--- src/rtl/tree_route_unit.sv ---
module tree_route_unit #(
  parameter int ADDR_W = 4,
  parameter int LVL_W  = $clog2(ADDR_W + 1)
) (
  input  logic              clk,
  input  logic              rst_n,
  input  logic              in_valid,
  input  logic [ADDR_W-1:0] src,
  input  logic [ADDR_W-1:0] dst,
  input  logic [LVL_W-1:0]  level,
  output logic              out_valid,
  output logic              local_deliver,
  output logic [LVL_W-1:0]  turn_level,
  output logic [LVL_W:0]    hop_count,
  output logic              go_up,
  output logic              child,
  output logic [ADDR_W-1:0] down_path
);

  logic [ADDR_W-1:0] rel;
  logic [LVL_W-1:0]  turn_c;
  logic [ADDR_W-1:0] path_c;
  logic              up_c;
  logic              child_c;

  assign rel  = src ^ dst;
  assign up_c = level < turn_c;

  always_comb begin
    turn_c = '0;
    for (int j = 0; j < ADDR_W; j++)
      if (rel[j]) turn_c = LVL_W'(j + 1);
  end

  always_comb begin
    for (int j = 0; j < ADDR_W; j++)
      path_c[j] = dst[j] & (LVL_W'(j) < turn_c);
  end

  always_comb begin
    child_c = 1'b0;
    for (int j = 0; j < ADDR_W; j++)
      if (level == LVL_W'(j + 1) && !up_c) child_c = dst[j];
  end

  always_ff @(posedge clk) begin
    if (!rst_n) begin
      out_valid     <= 1'b0;
      local_deliver <= 1'b0;
      turn_level    <= '0;
      hop_count     <= '0;
      go_up         <= 1'b0;
      child         <= 1'b0;
      down_path     <= '0;
    end else begin
      out_valid <= in_valid;
      if (in_valid) begin
        local_deliver <= (rel == '0);
        turn_level    <= turn_c;
        hop_count     <= {turn_c, 1'b0};
        go_up         <= up_c;
        child         <= child_c;
        down_path     <= path_c;
      end
    end
  end

endmodule

--- config.mk ---
export PLATFORM = sky130hd
export DESIGN_NAME = tree_route_unit
export DESIGN_NICKNAME = d
export VERILOG_FILES = /design/src/rtl/tree_route_unit.sv
export SDC_FILE = /design/constraint.sdc
export NUM_CORES = 1
export LEC_CHECK = 0
export BUFFER_PORTS_ARGS = -buffer_cell sky130_fd_sc_hd__buf_2
export CORE_MARGIN = 2
export CORE_UTILIZATION = 44
export DETAILED_ROUTE_END_ITERATION = 16
export PLACE_DENSITY = 0.75
export SLEW_MARGIN = 20
export SYNTH_ARGS = -nofsm -noshare
export SYNTH_HDL_FRONTEND = slang
export SYNTH_SLANG_ARGS = --single-unit
export TNS_END_PERCENT = 100
--- constraint.sdc ---
create_clock -name clk -period 2 [get_ports clk]
set_clock_uncertainty 0.15 [all_clocks]
set_input_delay 0.2 -clock clk [delete_from_list [all_inputs] [get_ports clk]]
set_output_delay 0.2 -clock clk [all_outputs]
set_load 0.02 [all_outputs]
# ---- Word-level counts from Yosys, hierarchy flattened
# Cells that the tools add are included.
dict set report totals {
  ff_bits 11
  inputBits 14
  out_inout_bits 15
  elab_cells 34
}
dict set report classes {
  n_lt_le_gt_ge 5
  n_eq_ne 4
  mux 8
  n_bitwise 5
  reduce_logical 6
}
# op count
set op_table {}
lappend op_table {{3-bit 2-to-1 mux} 3}
lappend op_table {{3-bit by 2-bit == test with 1-bit output (second input constant)} 2}
lappend op_table {{1-bit by 3-bit less-than comparator with 1-bit output (first input constant)} 2}
lappend op_table {{2-bit by 3-bit less-than comparator with 1-bit output (first input constant)} 2}
lappend op_table {{1-bit 2-to-1 mux} 5}
lappend op_table {{1-bit bitwise AND} 4}
lappend op_table {{1-bit logical AND} 4}
lappend op_table {{4-bit logical NOT} 1}
lappend op_table {{4-bit XOR} 1}
lappend op_table {{3-bit by 1-bit == test with 1-bit output (second input constant)} 1}
lappend op_table {{3-bit == test (second input constant)} 1}
lappend op_table {{3-bit less-than comparator} 1}
lappend op_table {{1-bit logical NOT} 1}

# ---- Logic depth before layout (Yosys ltp)
dict set report logic_depth {
  word_depth 12
  depth_mapped 7
  ltp_nobuf 7
}

# ---- Worst setup path after synthesis
# Ideal clock, no wire load.
dict set report synth_path {
  path_kind {input to register}
  start {in src[3]}
  end {reg go_up}
  arrival_time_ns 1.279
  setup_slack_ns 0.454
  cell_stages 6
  n_path_buf 0
  cell_sequence {inv_1 ha_1 ha_1 a21o_1 nor3_1 a32o_1}
}
dict set report synth_via {
  elab_chain_cells 3
}
# item line_no
set synth_lines {}
lappend synth_lines {{start, declared} 8} ;# input logic [ADDR_W-1:0] src,
lappend synth_lines {{4-bit XOR} 26} ;# assign rel = src ^ dst;
lappend synth_lines {{3-bit 2-to-1 mux} 32} ;# if (rel[j]) turn_c = LVL_W'(j + 1);
lappend synth_lines {{3-bit less-than comparator} 27} ;# assign up_c = level < turn_c;
lappend synth_lines {{end signal, assigned} 61} ;# go_up <= up_c;
lappend synth_lines {{end, declared} 15} ;# output logic go_up,
# Every way passes these cells.
# A chain may end at the register's enable or synchronous reset.

# ---- Final worst setup path
# Same ends and word-level chain as after synthesis.

==> flow_metrics.tcl <==
set metrics [dict create \
    die_area_sq_um 1800 \
    gp_congestion 0.822 \
    fp-row-count 13 \
    grt_max_degree 12 \
    fin_cells 109 \
    p_per_area_nw_per_um2 695 \
    use_met2 0.292 \
    finalNetCount 112 \
    crit_slowest_cell "ha_1" \
    viasPerCell 5.22 \
    crit_chain "buf_2 -> inv_1 -> ha_1 -> ha_1 -> a21o_1 -> nor3_1 -> a32o_1" \
    start_util 0.486 \
    critPathMostFrequentCell "ha_1" \
    reg2reg_depth 3 \
    cp.arrival_ns 1.45 \
    grt_pass1_wl_um 2350 \
    dpl_cell_area_sq_um 762 \
    pre_cts_ws_ns 0.277 \
    final_area_sq_um 788 \
    grt_util_met3 0.0474 \
    cts_root_buf "clkbuf_4" \
    cp.required_ns 2.00 \
    port_buffers 27 \
    grtUsageMet1 0.198 \
    top_usage_layer "met2" \
    cp-start-kind "input pin" \
    end_kind "flip-flop" \
    wirelength_um 1290 \
    htree_levels 1 \
    grt.total_usage 0.171 \
    critical_path.max_fanout 6 \
    dpl.hpwl_um 1070 \
    grt_pass1_vias 567 \
    critical_path_class "input pin to flip-flop" \
    crit_family "adder cells" \
    antenna_cells 0 \
    wl_per_cell_um 11.9 \
    crit_buf_inv 2 \
    mostFrequentLayoutCells "27 x buf_2, 11 x dfxtp_1, 9 x nand2_1" \
    hold_start "src[0]" \
    dr_total_vias 569 \
    grt_overflow 0 \
    hold_end "down_path[0]" \
    cts-resized-gates 0 \
    setup_viol 0 \
    clkSlewWorstSetupHoldPaths_ns 0.07 \
    reg2reg_from "child" \
    timing.final.crit_period_ns 1.45 \
    r2r-end "child" \
    fp.dieW_um 42.4 \
    drc_errors 0 \
    finalCritPeriodShare 0.727 \
    antenna_found_initial 0 \
    drive_gt1_frac 0.394 \
    synth_cell_types 30 \
    final-hold-violation-count 0 \
    seqCellArea_sq_um 220 \
    rsz0062_at_grt "no" \
    drtPass1Iterations 4 \
    max-cap-violations 0 \
    final_common_cell "buf_2" \
    setup_ws_ns 0.547 \
    multi_input_area_sq_um 369 \
    slowest_delay_ns 0.37 \
    syn_inst 69 \
    ant_nets 0 \
    holdPathStages 2 \
    vdd_ir_drop_max_uv 285 \
    synth.avg_cell_area_sq_um 9.39 \
    ys_ff_latch 11 \
    synth_nets 86 \
    synth_seq_area_share 0.340 \
    core_sq_um 1330 \
    fmax_mhz 688 \
    ys_warn_count 0 \
    utilization 0.591 \
    holdBufCountCts 0 \
    hold_class "input pin to flip-flop" \
    slew_viol_final 0 \
    fin_tns_setup_ns 0 \
    post_cts_buffers 0 \
    insertion_delay_ns 0.26 \
    cts_made_buffers 3 \
    clock-sinks 11 \
    ff2ff_setup_slack_ns 1.07 \
    syn_to_final_growth_pct 21.6 \
    cts_tree "yes" \
    drtIter0Drc 4 \
    syn_area_sq_um 648 \
    dp.cells 105 \
    n_fill_cell 121 \
    io_pins 29 \
    leakage_nw 0.402 \
    cts_buffer_depth 2 \
    status "finished, final reports clean" \
    dieHeight_um 42.4 \
]
-- stage by stage --
| stage | power, mW | hold slack, ns |
|---|---|---|
| floorplan | 0.361 | 0.168 |
| global placement | 0.400 | 0.300 |
| detailed placement | 0.404 | 0.304 |
| CTS | 0.557 | 0.0304 |
| global route | 0.580 | 0.0381 |
| finish | 0.548 | 0.0343 |
-- worst max-delay path by stage --
stage | start | to | slack [ns] | cells past startpoint
final | src[3] | go_up | 0.55 | 7
after global routing | src[3] | child | 0.46 | 7
after CTS | src[3] | go_up | 0.55 | 7
after detailed placement | src[3] | go_up | 0.28 | 7
after global placement | src[3] | go_up | 0.31 | 7
after floorplan | src[3] | go_up | 0.45 | 6
-- flip-flops by register name (all words and copies together) (netlist names) --
signal and cells:
go_up 1, child 1, hop_count 3, local_deliver 1, out_valid 1, down_path 4
-- cell families (layout without fill, tap and decap cells) --
| family | after synthesis | in the layout | share of synthesized area |
|---|---|---|---|
| and+or+nand+nor | 22 | 22 | 0.174 |
| AOI/OAI and AO/OA | 15 | 15 | 0.210 |
| DFF | 11 | 11 | 0.340 |
| buffers and inverters | 11 | 36 | 0.0907 |
| adders and majority gates | 3 | 3 | 0.0579 |
| xor gates and xnor gates | 3 | 3 | 0.0753 |
| muxes | 3 | 3 | 0.0463 |
| other | 1 | 1 | 0.00579 |
-- report_power, final --
group          leakage [nW]  total (mW)  switching [mW]  internal [mW]
registers            0.0903       0.239         0.00634          0.232
clock network        0.0150       0.149          0.0723         0.0770
logic                 0.297       0.160          0.0928         0.0670
total                 0.402       0.548           0.171          0.376
-- metal layers --
layer | vias to the layer above | wire [um]
met5 | - | 0
met4 | 0 | 11
met3 | 2 | 106
met2 | 21 | 610
met1 | 260 | 565
li1 | 286 | -
-- cell usage after synthesis (all sizes together) --
cell	count	area, sq um
dfxtp	11	220
nand2	9	33.8
buf	6	40.0
nor2	6	22.5
inv	5	18.8
a21oi	3	15.0
ha	3	37.5
mux2i	3	30.0
and3	2	17.5
nand4bb	2	22.5
o21ai	2	10.0
o311ai	2	35.0
xnor2	2	32.5
a211oi	1	7.51
a21boi	1	18.8
a21o	1	7.51
a2bb2oi	1	8.76
a311oi	1	8.76
a31oi	1	6.26
a32o	1	10.0
and2	1	6.26
conb	1	3.75
nand3	1	5.00
nor3	1	5.00
o2bb2ai	1	8.76
xor2	1	16.3
-- cell type report --
cell class | count | share of cell area
flip-flops and latches | 11 | 0.279
well taps | 15 | 0.0238
repair buffers | 27 | 0.171
clock buffers | 4 | 0.0333
inverters | 5 | 0.0238
multi-input cells | 47 | 0.468
Power figures use the tool's default switching activity.
